==> src/rtl/cfgp_pkg.sv <==
package cfgp_pkg;
  typedef enum logic [1:0] {ST_IDLE, ST_HALF, ST_OPEN} unlock_e;

  localparam logic [7:0] KEY_ENTER = 8'h83;
  localparam logic [7:0] KEY_EXIT  = 8'hAA;
  localparam logic [7:0] BANK_LO   = 8'h30;
  localparam int         NSLOT     = 6;

  function automatic logic [7:0] slot_idx(int s);
    case (s)
      0:       return 8'h30;
      1:       return 8'h60;
      2:       return 8'h61;
      3:       return 8'h70;
      4:       return 8'hF0;
      default: return 8'hF1;
    endcase
  endfunction

  function automatic logic [7:0] slot_mask(int s);
    case (s)
      0:       return 8'h01;
      3:       return 8'h0F;
      default: return 8'hFF;
    endcase
  endfunction

  function automatic logic [7:0] slot_dflt(int d, int s);
    return (d == 2 && s == 4) ? 8'hFF : 8'h00;
  endfunction
endpackage

==> src/rtl/cfgp_unlock.sv <==
module cfgp_unlock
  import cfgp_pkg::*;
(
  input  logic       clk_i,
  input  logic       rst_ni,
  input  logic       idx_wr_i,
  input  logic       dat_wr_i,
  input  logic [7:0] wdata_i,
  output logic       open_o,
  output logic [7:0] idx_o
);
  unlock_e    state_q;
  logic [7:0] idx_q;

  always_ff @(posedge clk_i or negedge rst_ni) begin
    if (!rst_ni) begin
      state_q <= ST_IDLE;
      idx_q   <= 8'h00;
    end else begin
      case (state_q)
        ST_IDLE: if (idx_wr_i && wdata_i == KEY_ENTER) state_q <= ST_HALF;
        ST_HALF: begin
          if (idx_wr_i && wdata_i == KEY_ENTER) state_q <= ST_OPEN;
          else if (idx_wr_i || dat_wr_i)        state_q <= ST_IDLE;
        end
        ST_OPEN: if (idx_wr_i) begin
          if (wdata_i == KEY_EXIT) state_q <= ST_IDLE;
          else                     idx_q   <= wdata_i;
        end
        default: state_q <= ST_IDLE;
      endcase
    end
  end

  assign open_o = (state_q == ST_OPEN);
  assign idx_o  = idx_q;

  a_r1_open_needs_key: assert property (@(posedge clk_i) disable iff (!rst_ni)
    (state_q == ST_OPEN && $past(state_q) != ST_OPEN) |->
      ($past(state_q) == ST_HALF && $past(idx_wr_i) && $past(wdata_i) == KEY_ENTER));

  a_r2_data_write_restarts: assert property (@(posedge clk_i) disable iff (!rst_ni)
    (state_q == ST_HALF && dat_wr_i) |=> state_q == ST_IDLE);

  a_r3_exit_key: assert property (@(posedge clk_i) disable iff (!rst_ni)
    (state_q == ST_OPEN && idx_wr_i && wdata_i == KEY_EXIT) |=> state_q == ST_IDLE);
endmodule

==> src/rtl/cfgp_global.sv <==
module cfgp_global #(
  parameter logic [3:0] REV = 4'h3
) (
  input  logic       clk_i,
  input  logic       rst_ni,
  input  logic       strap_i,
  input  logic       wr_i,
  input  logic [7:0] idx_i,
  input  logic [7:0] wdata_i,
  output logic [7:0] rdata_o,
  output logic [7:0] ldn_o,
  output logic       lock_o,
  output logic       base_sel_o,
  output logic       clr_o,
  output logic       swrst_o
);
  logic [7:0] ldn_q;
  logic [2:0] pwr_q;
  logic [3:0] pme_q;
  logic [3:0] mux_q;
  logic       lock_q, base_sel_q, cap_done_q, swrst_q;

  assign clr_o = wr_i && idx_i == 8'h02 && wdata_i[0];

  always_ff @(posedge clk_i or negedge rst_ni) begin
    if (!rst_ni) begin
      ldn_q      <= 8'h00;
      pwr_q      <= 3'b100;
      pme_q      <= 4'h0;
      mux_q      <= 4'h0;
      lock_q     <= 1'b0;
      base_sel_q <= 1'b0;
      cap_done_q <= 1'b0;
      swrst_q    <= 1'b0;
    end else begin
      swrst_q <= 1'b0;
      if (!cap_done_q) begin
        cap_done_q <= 1'b1;
        base_sel_q <= ~strap_i;
      end
      if (clr_o) begin
        swrst_q <= 1'b1;
        ldn_q   <= 8'h00;
        pwr_q   <= 3'b100;
        pme_q   <= 4'h0;
        mux_q   <= 4'h0;
        lock_q  <= 1'b0;
      end else if (wr_i) begin
        case (idx_i)
          8'h07: ldn_q <= wdata_i;
          8'h22: pwr_q <= wdata_i[7:5];
          8'h23: pme_q <= wdata_i[7:4];
          8'h26: begin
            base_sel_q <= wdata_i[6];
            lock_q     <= wdata_i[5];
          end
          8'h29: mux_q <= wdata_i[7:4];
          default: ;
        endcase
      end
    end
  end

  always_comb begin
    case (idx_i)
      8'h07:   rdata_o = ldn_q;
      8'h20:   rdata_o = 8'h71;
      8'h21:   rdata_o = {4'h1, REV};
      8'h22:   rdata_o = {pwr_q, 5'b0};
      8'h23:   rdata_o = {pme_q, 4'b0};
      8'h26:   rdata_o = {1'b0, base_sel_q, lock_q, 5'b0};
      8'h29:   rdata_o = {mux_q, 4'b0};
      default: rdata_o = 8'h00;
    endcase
  end

  assign ldn_o      = ldn_q;
  assign lock_o     = lock_q;
  assign base_sel_o = base_sel_q;
  assign swrst_o    = swrst_q;
endmodule

==> src/rtl/cfgp_bank.sv <==
module cfgp_bank
  import cfgp_pkg::*;
#(
  parameter int NDEV = 4
) (
  input  logic       clk_i,
  input  logic       rst_ni,
  input  logic       clr_i,
  input  logic       wr_i,
  input  logic [7:0] ldn_i,
  input  logic [7:0] idx_i,
  input  logic [7:0] wdata_i,
  output logic [7:0] rdata_o
);
  logic [7:0] regs_q [NDEV][NSLOT];

  for (genvar d = 0; d < NDEV; d++) begin : g_dev
    for (genvar s = 0; s < NSLOT; s++) begin : g_slot
      always_ff @(posedge clk_i or negedge rst_ni) begin
        if (!rst_ni)
          regs_q[d][s] <= slot_dflt(d, s);
        else if (clr_i)
          regs_q[d][s] <= slot_dflt(d, s);
        else if (wr_i && ldn_i == 8'(d) && idx_i == slot_idx(s))
          regs_q[d][s] <= wdata_i & slot_mask(s);
      end
    end
  end

  always_comb begin
    rdata_o = 8'h00;
    for (int d = 0; d < NDEV; d++)
      for (int s = 0; s < NSLOT; s++)
        if (ldn_i == 8'(d) && idx_i == slot_idx(s)) rdata_o = regs_q[d][s];
  end
endmodule

==> src/rtl/cfg_index_port.sv <==
module cfg_index_port
  import cfgp_pkg::*;
#(
  parameter int         ADDR_W  = 16,
  parameter int         NDEV    = 4,
  parameter logic [3:0] REV     = 4'h3,
  parameter logic [7:0] BASE_LO = 8'h2E,
  parameter logic [7:0] BASE_HI = 8'h4E
) (
  input  logic              clk_i,
  input  logic              rst_ni,
  input  logic              strap_i,
  input  logic [ADDR_W-1:0] io_addr_i,
  input  logic              io_wr_i,
  input  logic              io_rd_i,
  input  logic [7:0]        io_wdata_i,
  output logic [7:0]        io_rdata_o,
  output logic              cfg_mode_o,
  output logic              swrst_o,
  output logic [7:0]        ldn_o,
  output logic              port_hi_o
);
  logic [ADDR_W-1:0] idx_addr, dat_addr;
  logic idx_hit, dat_hit, idx_wr, dat_wr;
  logic open, lock, base_sel, clr, acc_ok, is_glb;
  logic [7:0] idx, ldn, g_rd, b_rd;

  assign idx_addr = ADDR_W'(base_sel ? BASE_HI : BASE_LO);
  assign dat_addr = idx_addr + ADDR_W'(1);
  assign idx_hit  = io_addr_i == idx_addr;
  assign dat_hit  = io_addr_i == dat_addr;
  assign idx_wr   = io_wr_i && idx_hit;
  assign dat_wr   = io_wr_i && dat_hit;

  cfgp_unlock u_unlock (
    .clk_i, .rst_ni,
    .idx_wr_i (idx_wr),
    .dat_wr_i (dat_wr),
    .wdata_i  (io_wdata_i),
    .open_o   (open),
    .idx_o    (idx)
  );

  // lock leaves only the lock register reachable
  assign acc_ok = open && (!lock || idx == 8'h26);
  assign is_glb = idx < BANK_LO;

  cfgp_global #(.REV(REV)) u_global (
    .clk_i, .rst_ni, .strap_i,
    .wr_i       (dat_wr && acc_ok && is_glb),
    .idx_i      (idx),
    .wdata_i    (io_wdata_i),
    .rdata_o    (g_rd),
    .ldn_o      (ldn),
    .lock_o     (lock),
    .base_sel_o (base_sel),
    .clr_o      (clr),
    .swrst_o    (swrst_o)
  );

  cfgp_bank #(.NDEV(NDEV)) u_bank (
    .clk_i, .rst_ni,
    .clr_i   (clr),
    .wr_i    (dat_wr && acc_ok && !is_glb),
    .ldn_i   (ldn),
    .idx_i   (idx),
    .wdata_i (io_wdata_i),
    .rdata_o (b_rd)
  );

  assign io_rdata_o = (io_rd_i && dat_hit && acc_ok) ? (is_glb ? g_rd : b_rd) : 8'hFF;
  assign cfg_mode_o = open;
  assign ldn_o      = ldn;
  assign port_hi_o  = base_sel;

  a_r5_closed_reads_ff: assert property (@(posedge clk_i) disable iff (!rst_ni)
    (io_rd_i && !open) |-> io_rdata_o == 8'hFF);

  a_r10_locked_ldn_holds: assert property (@(posedge clk_i) disable iff (!rst_ni)
    (dat_wr && lock && idx != 8'h26) |=> $stable(ldn));

  a_r11_single_pulse: assert property (@(posedge clk_i) disable iff (!rst_ni)
    swrst_o |=> !swrst_o);

  a_r11_ldn_cleared: assert property (@(posedge clk_i) disable iff (!rst_ni)
    swrst_o |-> (ldn == 8'h00 && !lock));
endmodule

==> config.mk <==
export PLATFORM = sky130hd
export DESIGN_NAME = cfg_index_port
export DESIGN_NICKNAME = d
export VERILOG_FILES = /design/src/rtl/cfgp_pkg.sv /design/src/rtl/cfgp_unlock.sv /design/src/rtl/cfgp_global.sv /design/src/rtl/cfgp_bank.sv /design/src/rtl/cfg_index_port.sv
export SDC_FILE = /design/constraint.sdc
export NUM_CORES = 1
export LEC_CHECK = 0
export BUFFER_PORTS_ARGS = -buffer_cell sky130_fd_sc_hd__buf_2
export CAP_MARGIN = 25
export CORE_MARGIN = 1.5
export CORE_UTILIZATION = 27
export DETAILED_ROUTE_END_ITERATION = 12
export GPL_ROUTABILITY_DRIVEN = 0
export GPL_TIMING_DRIVEN = 0
export HOLD_SLACK_MARGIN = 0.12
export PLACE_DENSITY = 0.47
export SLEW_MARGIN = 25
export SYNTH_ARGS = -nofsm -noshare
export SYNTH_HDL_FRONTEND = slang
export SYNTH_SLANG_ARGS = --single-unit
==> constraint.sdc <==
create_clock -name clk_i -period 3.7 [get_ports clk_i]
set_clock_uncertainty 0.15 [all_clocks]
set_input_delay 0.185 -clock clk_i [delete_from_list [all_inputs] [get_ports clk_i]]
set_output_delay 0.185 -clock clk_i [all_outputs]
set_load 0.005 [all_outputs]
======== Yosys cells after proc, flatten, opt, wreduce, memory -nomap -nowiden ========
Cells that the tools add are included.
storage, ports and cells
  flip-flop bits (word level) ............. 225
  input port bits ......................... 29
  output and inout bits ................... 19
  word-level logic and storage cells ...... 273
operators by class
  $add $sub $neg .......................... 1
  magnitude comparators ................... 1
  equal/unequal tests ..................... 27
  mux-type cells .......................... 102
  bitwise gates (word level) .............. 2
  reduce and logical (&&, ||, !) cells .... 106
operators with widths
  operator                                                                  number
  8-bit two-way mux                                                         77
  1-bit logical AND                                                         63
  2-bit nonzero test                                                        30
  8-bit by 6-bit equality test with 1-bit output (second input constant)    7
  8-bit one-hot mux with 7 select lines                                     1
  8-bit equality test (second input constant)                               4
  8-bit by 2-bit equality test with 1-bit output (second input constant)    3
  8-bit by 7-bit equality test with 1-bit output (second input constant)    3
  4-bit two-way mux                                                         6
  16-bit by 7-bit equality test with 1-bit output                           1
  16-bit by 8-bit equality test with 1-bit output                           1
  2-bit two-way mux                                                         5
  2-bit AND reduction                                                       5
  3-bit two-way mux                                                         3
  7-bit by 1-bit adder with 8-bit output (second input constant)            1
  8-bit by 1-bit equality test with 1-bit output (second input constant)    1
  8-bit by 3-bit equality test with 1-bit output (second input constant)    1
  8-bit zero test                                                           1
  8-bit by 6-bit < comparator with 1-bit output (second input constant)     1
  1-bit two-way mux                                                         8
  7-bit two-way mux                                                         1
  2-bit by 1-bit inequality test with 1-bit output (second input constant)  3
  2-bit one-hot mux with 3 select lines                                     1
  4-bit AND reduction                                                       1
  other kinds (8)                                                           11

======== Logic depth before layout (Yosys ltp) ========
  word-level depth ........................ 28
  mapped depth ............................ 12
  gate-level depth less buffers ........... 9

======== Cells and area by module ========
From an unflattened synthesis, not the netlist that was laid out.
unflattened totals
  cells, all modules ...................... 1105
  area total of the unflattened synthesis .. 9809.4 µm²
modules (own cells, without submodules)
  module          times used  cells each  area each (µm²)  seq. area each (µm²)
  cfgp_bank       1           913         7807.5           3713.6
  cfgp_global     1           113         1241.2           576.8
  cfgp_unlock     1           32          483.0            250.2
  cfg_index_port  1           47          277.8            0.0

======== Worst setup path after synthesis ========
Ideal clock, no wire load.
  path type ............................... register -> output
  from .................................... register u_global.ldn_q[1], in the netlist u_global.ldn_o[1]
  to ...................................... output io_rdata_o[4]
  arrival ................................. 2.571 ns
  required time ........................... 3.365 ns
  path slack .............................. 0.794 ns
  cell stages (with the launch flop) ...... 12
  cells stage by stage .................... dfrtp_1 > buf_2 > or4_1 > buf_2 > nor4_2 > a22o_1 > a211oi_1 > o41ai_2 > a221oi_2 > o21ai_1 > a221oi_2 > o211ai_2
between the ends
  word-level cells in the longest chain between the ends .. 28
RTL lines
  item                               RTL line              source
  start, declared                    cfgp_global.sv:17     logic [7:0] ldn_q;
  start signal, assigned             cfgp_global.sv:50     8'h07: ldn_q <= wdata_i;
  8-bit zero test                    cfgp_bank.sv:34       if (ldn_i == 8'(d) && idx_i == slot_idx(s)) rdata_o = regs_q[d][s];
  1-bit logical AND                  cfgp_bank.sv:34
  8-bit two-way mux (23 in series)   cfgp_bank.sv:34
  8-bit two-way mux *                cfgp_bank.sv:34
  8-bit two-way mux * (2 in series)  cfg_index_port.sv:71  assign io_rdata_o = (io_rd_i && dat_hit && acc_ok) ? (is_glb ? g_rd : b_rd) : 8'hFF;
  end, declared                      cfg_index_port.sv:17  output logic [7:0] io_rdata_o,
Mark *: on every way between the ends. The rest lies on a longest branch, timed or not.

======== Worst setup path in the final report ========
  from .................................... register u_global.ldn_q[6], in the netlist u_global.ldn_o[6]
  to ...................................... output io_rdata_o[2]
The elaborated chain is that of the path after synthesis.

==> results <==
- The flow ran to the end, but the final reports show violations.
- The checks that failed: negative setup slack.
- In this run, CTS created clock tree buffers numbering 17.
- The worst path in the final design needs a cycle of 3810 ps, including I/O delays and setup.
- Cells with a size suffix above 1 make up 24.8% of the layout.
- At the end of the flow, the number of nets in the layout was ~1,100.
- In this run the register-to-register setup slack is between 150 and 200 ps.
- Once the floorplan was initialized, standard cells occupied ~28% of the core.
- The I/O pin total is 48.
- The number of buffers and inverters on the critical path is 2.
- The post-route worst setup slack is -105 ps.
- The worst setup path is captured at an output pin.
- The data required time at the worst endpoint is about 3400 ps.
- The largest delay contributor family on the critical path is compound AO/OA/AOI/OAI gates.
- The share of synthesized area occupied by flip-flops and latches is between 40% and 50%.
- For this design the static power due to leakage is ~6 nW.
- The clock tree synthesis step divided the H-tree into 4 levels.
- The HPWL after detailed placement is approximately 27,000 um.
- The die covers between 30,000 and 40,000 sq um.
- The vias after detailed routing is between 8,000 and 9,000.
- The routed design has 39,100 um of wire.
- The maximum buffer depth of the clock tree is 2.
- The net count after synthesis is 1,013.
- The signal arrival time at the worst endpoint is 3470 ps.
- After clock tree synthesis, the clock-pin slew on the worst setup and hold paths is 80 ps.
- Input and output buffers added on the ports amount to 46.
- The first global-routing pass estimated 57,500 um of wire.
- Across the run, the number of max-cap violations was 0.
- The per-cell routed wire length is between 20 and 25 um.
- The core area is between 30,000 and 40,000 sq um.
- For the pin with the worst max-slew slack, the measured transition is approximately 1100 ps.
- The setup violation total in the final timing report is 7.
- For this block, the initial DRC count from the detailed router was 1,066.
- The master cell of the clock root buffer is clkbuf_16.
- After floorplanning, the core was divided into between 60 and 70 placement rows.
- Of all nets on the critical path, the largest fanout is 5.
- The class of the tightest hold or removal check is in2reg.
- In the routed layout, each cell is associated on average with a via count of roughly 5.5.
- TritonCTS built the clock tree.
- In the synthesized netlist, the number of instances is approximately 980.
- In this run, placement finished with an instance count of between 1,000 and 1,500.
- The worst slew slack as a fraction of its limit is between 20 and 25%.
- The total standard cell area after synthesis is approximately 9600 sq um.
- After synthesis, the mean cell area works out to just under 10 sq um.
- After synthesis, the share of flip-flops with an asynchronous set or reset is 100%.
- The signal on the critical path passes through or4_4 > buf_8 > nor4_4 > a222oi_1 > o31ai_2 > o2111ai_1 > nand4_1 > a21oi_2 > o21ai_2 > buf_2.
- The most frequently used flop master after synthesis is dfrtp_1.
- For this run the aggregate overflow at the end of global routing stands at 0.
- Sorting the synthesized cells by area gives the leading types as dfrtp_1 45%, mux2i_1 13%, nor2_1 6.0%.
- The critical path class is reg2out.
- The remaining antenna violation count after routing is 0.
- The maximum clock frequency is around 260 MHz.
- The floorplan step set the die width to 191 um.
- The slowest library cell on the worst path is or4_4.
- In this run, synthesis produced a sequential element count of 181.
- The vertical extent of the die is around 190 um.
- The count of final hold-check violations is 0.
- The layout has 3,588 filler cells.
- The number of different library cells used by synthesis comes to 71.
- For the worst-skew pair, the clock arrives at the later sink with an insertion delay of between 400 and 500 ps.
- Power comes to 3.99 mW.
- dfrtp_1 takes more of the synthesized area than any other cell.
- For this run, the detailed router's first-pass iteration total came to 8.
- The startpoint kind of the worst setup timing path is a flop.
- The finished layout holds ~1,600 standard cells, fillers aside.
- The clock net in this run drives a total of 181 sinks.
- The aggregate global-route resource usage is 21.7%.
- The total negative slack is -418 ps.
- The top cell type's share of synthesized area is between 40% and 50%.
- The number of antenna violations at the first check in global routing was 0.
- The post-route DRC violation count is 0.
- The via count of the first global-routing pass is about 8,600.
- The final max-slew violation count is 0.
- The largest net degree at the start of global routing is 82.
- The number of enable flip-flop cells after synthesis is 0.
- The number of antenna cells inserted is 0.
- The maximum vdd drop is between 0.2 and 0.3 mV.
- After layout, the worst path uses 103% of the clock period.
- The power per cell area is roughly 330 nW/um^2.
- The post-synthesis to final-layout area growth is 24.7%.
- The highest cell delay on the worst timing path is 550 ps.
- Setup repair after global routing could not meet its margin everywhere.
- For this run, the number of Yosys warnings is 0.
==> timing repair <==
action	CTS	global route
setup buffers	39	4
gates resized for setup	110	20
endpoints found under the setup margin	27	120
hold buffers	15	0
pin swaps	41	11
hold endpoints to repair	116	0
==> worst register-to-register path: cells and delay by family (launching register included) <==
| family | cells | cell delay [ps] |
|---|---|---|
| compound gates | 1 | 430 |
| simple gates | 7 | 1660 |
| buf+inv | 2 | 730 |
| flops | 1 | 460 |
==> cells by family after synthesis <==
logic type / share of synthesized area, %
DFF: 47.4
other: 0.0392
xor gates and xnor gates: 0.0915
AOI/OAI and AO/OA: 13.0
and+or+nand+nor: 21.8
muxes: 14.1
buffers and inverters: 3.46
==> where the power goes <==
group          internal, mW  switching [mW]
sequential             1.98         0.00191
clock                 0.917           0.931
combinational        0.0362           0.124
total                  2.93            1.06
==> metrics by stage <==
step           hold slack (ps)  instance area [sq um]  utilization, %  setup WS (ps)
6_report                   135                  11900            34.4           -105
5_1_grt                    149                  11900            34.4           -203
4_1_cts                    126                  11900            34.2          -79.5
3_5_place_dp              -106                  10400            30.1           -471
3_3_place_gp               270                  10400            29.9           -975
2_1_floorplan             -261                   9570               -            794
==> cells in the final DEF, fill, tap and decap left out, types with 17 or more instances in the layout <==
cell	synthesis	layout
mux2i_1	125	125
o21ai_0	63	54
nor2_1	153	143
dfrtp_1	172	166
clkbuf_16	0	17
buf_2	18	58
clkbuf_1	40	22
nor3_1	24	17
a21oi_1	31	28
buf_4	0	43
nand2_1	86	85
nand3_1	51	47
==> worst paths after layout <==
check	cells after the start	from	end
worst max register to register	10	u_unlock.idx_o[7]	u_bank.regs_q[111]
worst min register to register	1	u_unlock.state_q[1]	u_unlock.state_q[0]
worst max-delay path	10	u_global.ldn_o[6]	io_rdata_o[2]
max in group asynchronous	4	rst_ni	u_bank.regs_q[59]
min in group asynchronous	2	rst_ni	u_global.pwr_q[2]
worst min-delay path	4	io_addr_i[2]	u_unlock.state_q[0]
==> synth_stat cells (4+ instances only) <==
cell type    n
mux2_2       9
mux2i_1    125
nor2_1     153
a32oi_1      4
nand2_2      4
o22ai_1     12
or4_1        4
nor3_1      24
inv_1        9
buf_2       18
nor4_2       4
nand2_1     86
a211oi_1     5
and3_1      15
dfstp_2      9
clkbuf_1    40
nand4_1     12
buf_6        4
nand2b_1     5
o2111ai_1    5
dfrtp_1    172
o21ai_0     63
nand3_1     51
nand4_2      5
nor4_1       6
o31ai_1      5
a222oi_1    15
a21oi_1     31
a22oi_1     11
a221oi_1     8
==> flip-flops by register name, indices dropped and copies added (netlist names) <==
| signal | cells |
|---|---|
| u_global.mux_q | 4 |
| u_global.ldn_o | 8 |
| u_global.pme_q | 4 |
| u_global.lock_o | 1 |
| u_global.swrst_o | 1 |
| u_global.pwr_q | 3 |
| u_unlock.idx_o | 8 |
| u_bank.regs_q | 148 |
| u_global.cap_done_q | 1 |
| u_global.base_sel_o | 1 |
| u_unlock.state_q | 2 |
==> per-layer routing <==
layer	GRT usage, %	up-vias	share of wire [%]
met5	0	-	0
met4	7.84	0	3.5
met3	5.10	69	8.2
met2	32.7	419	44
met1	30.2	4380	44
li1	-	3831	-
==> final cells by class <==
cell class	instances	area, sq um	share of cell area, %
Sequential cell	181	4550	38.1
Timing Repair Buffer	106	776	6.50
Tap cell	455	569	4.77
Clock buffer	19	443	3.71
Clock inverter	13	133	1.11
Multi-Input combinational cell	729	5090	42.7
Inverter	9	33.8	0.283
Buffer	58	337	2.82
No activity file was read; power rests on OpenSTA's default activity.
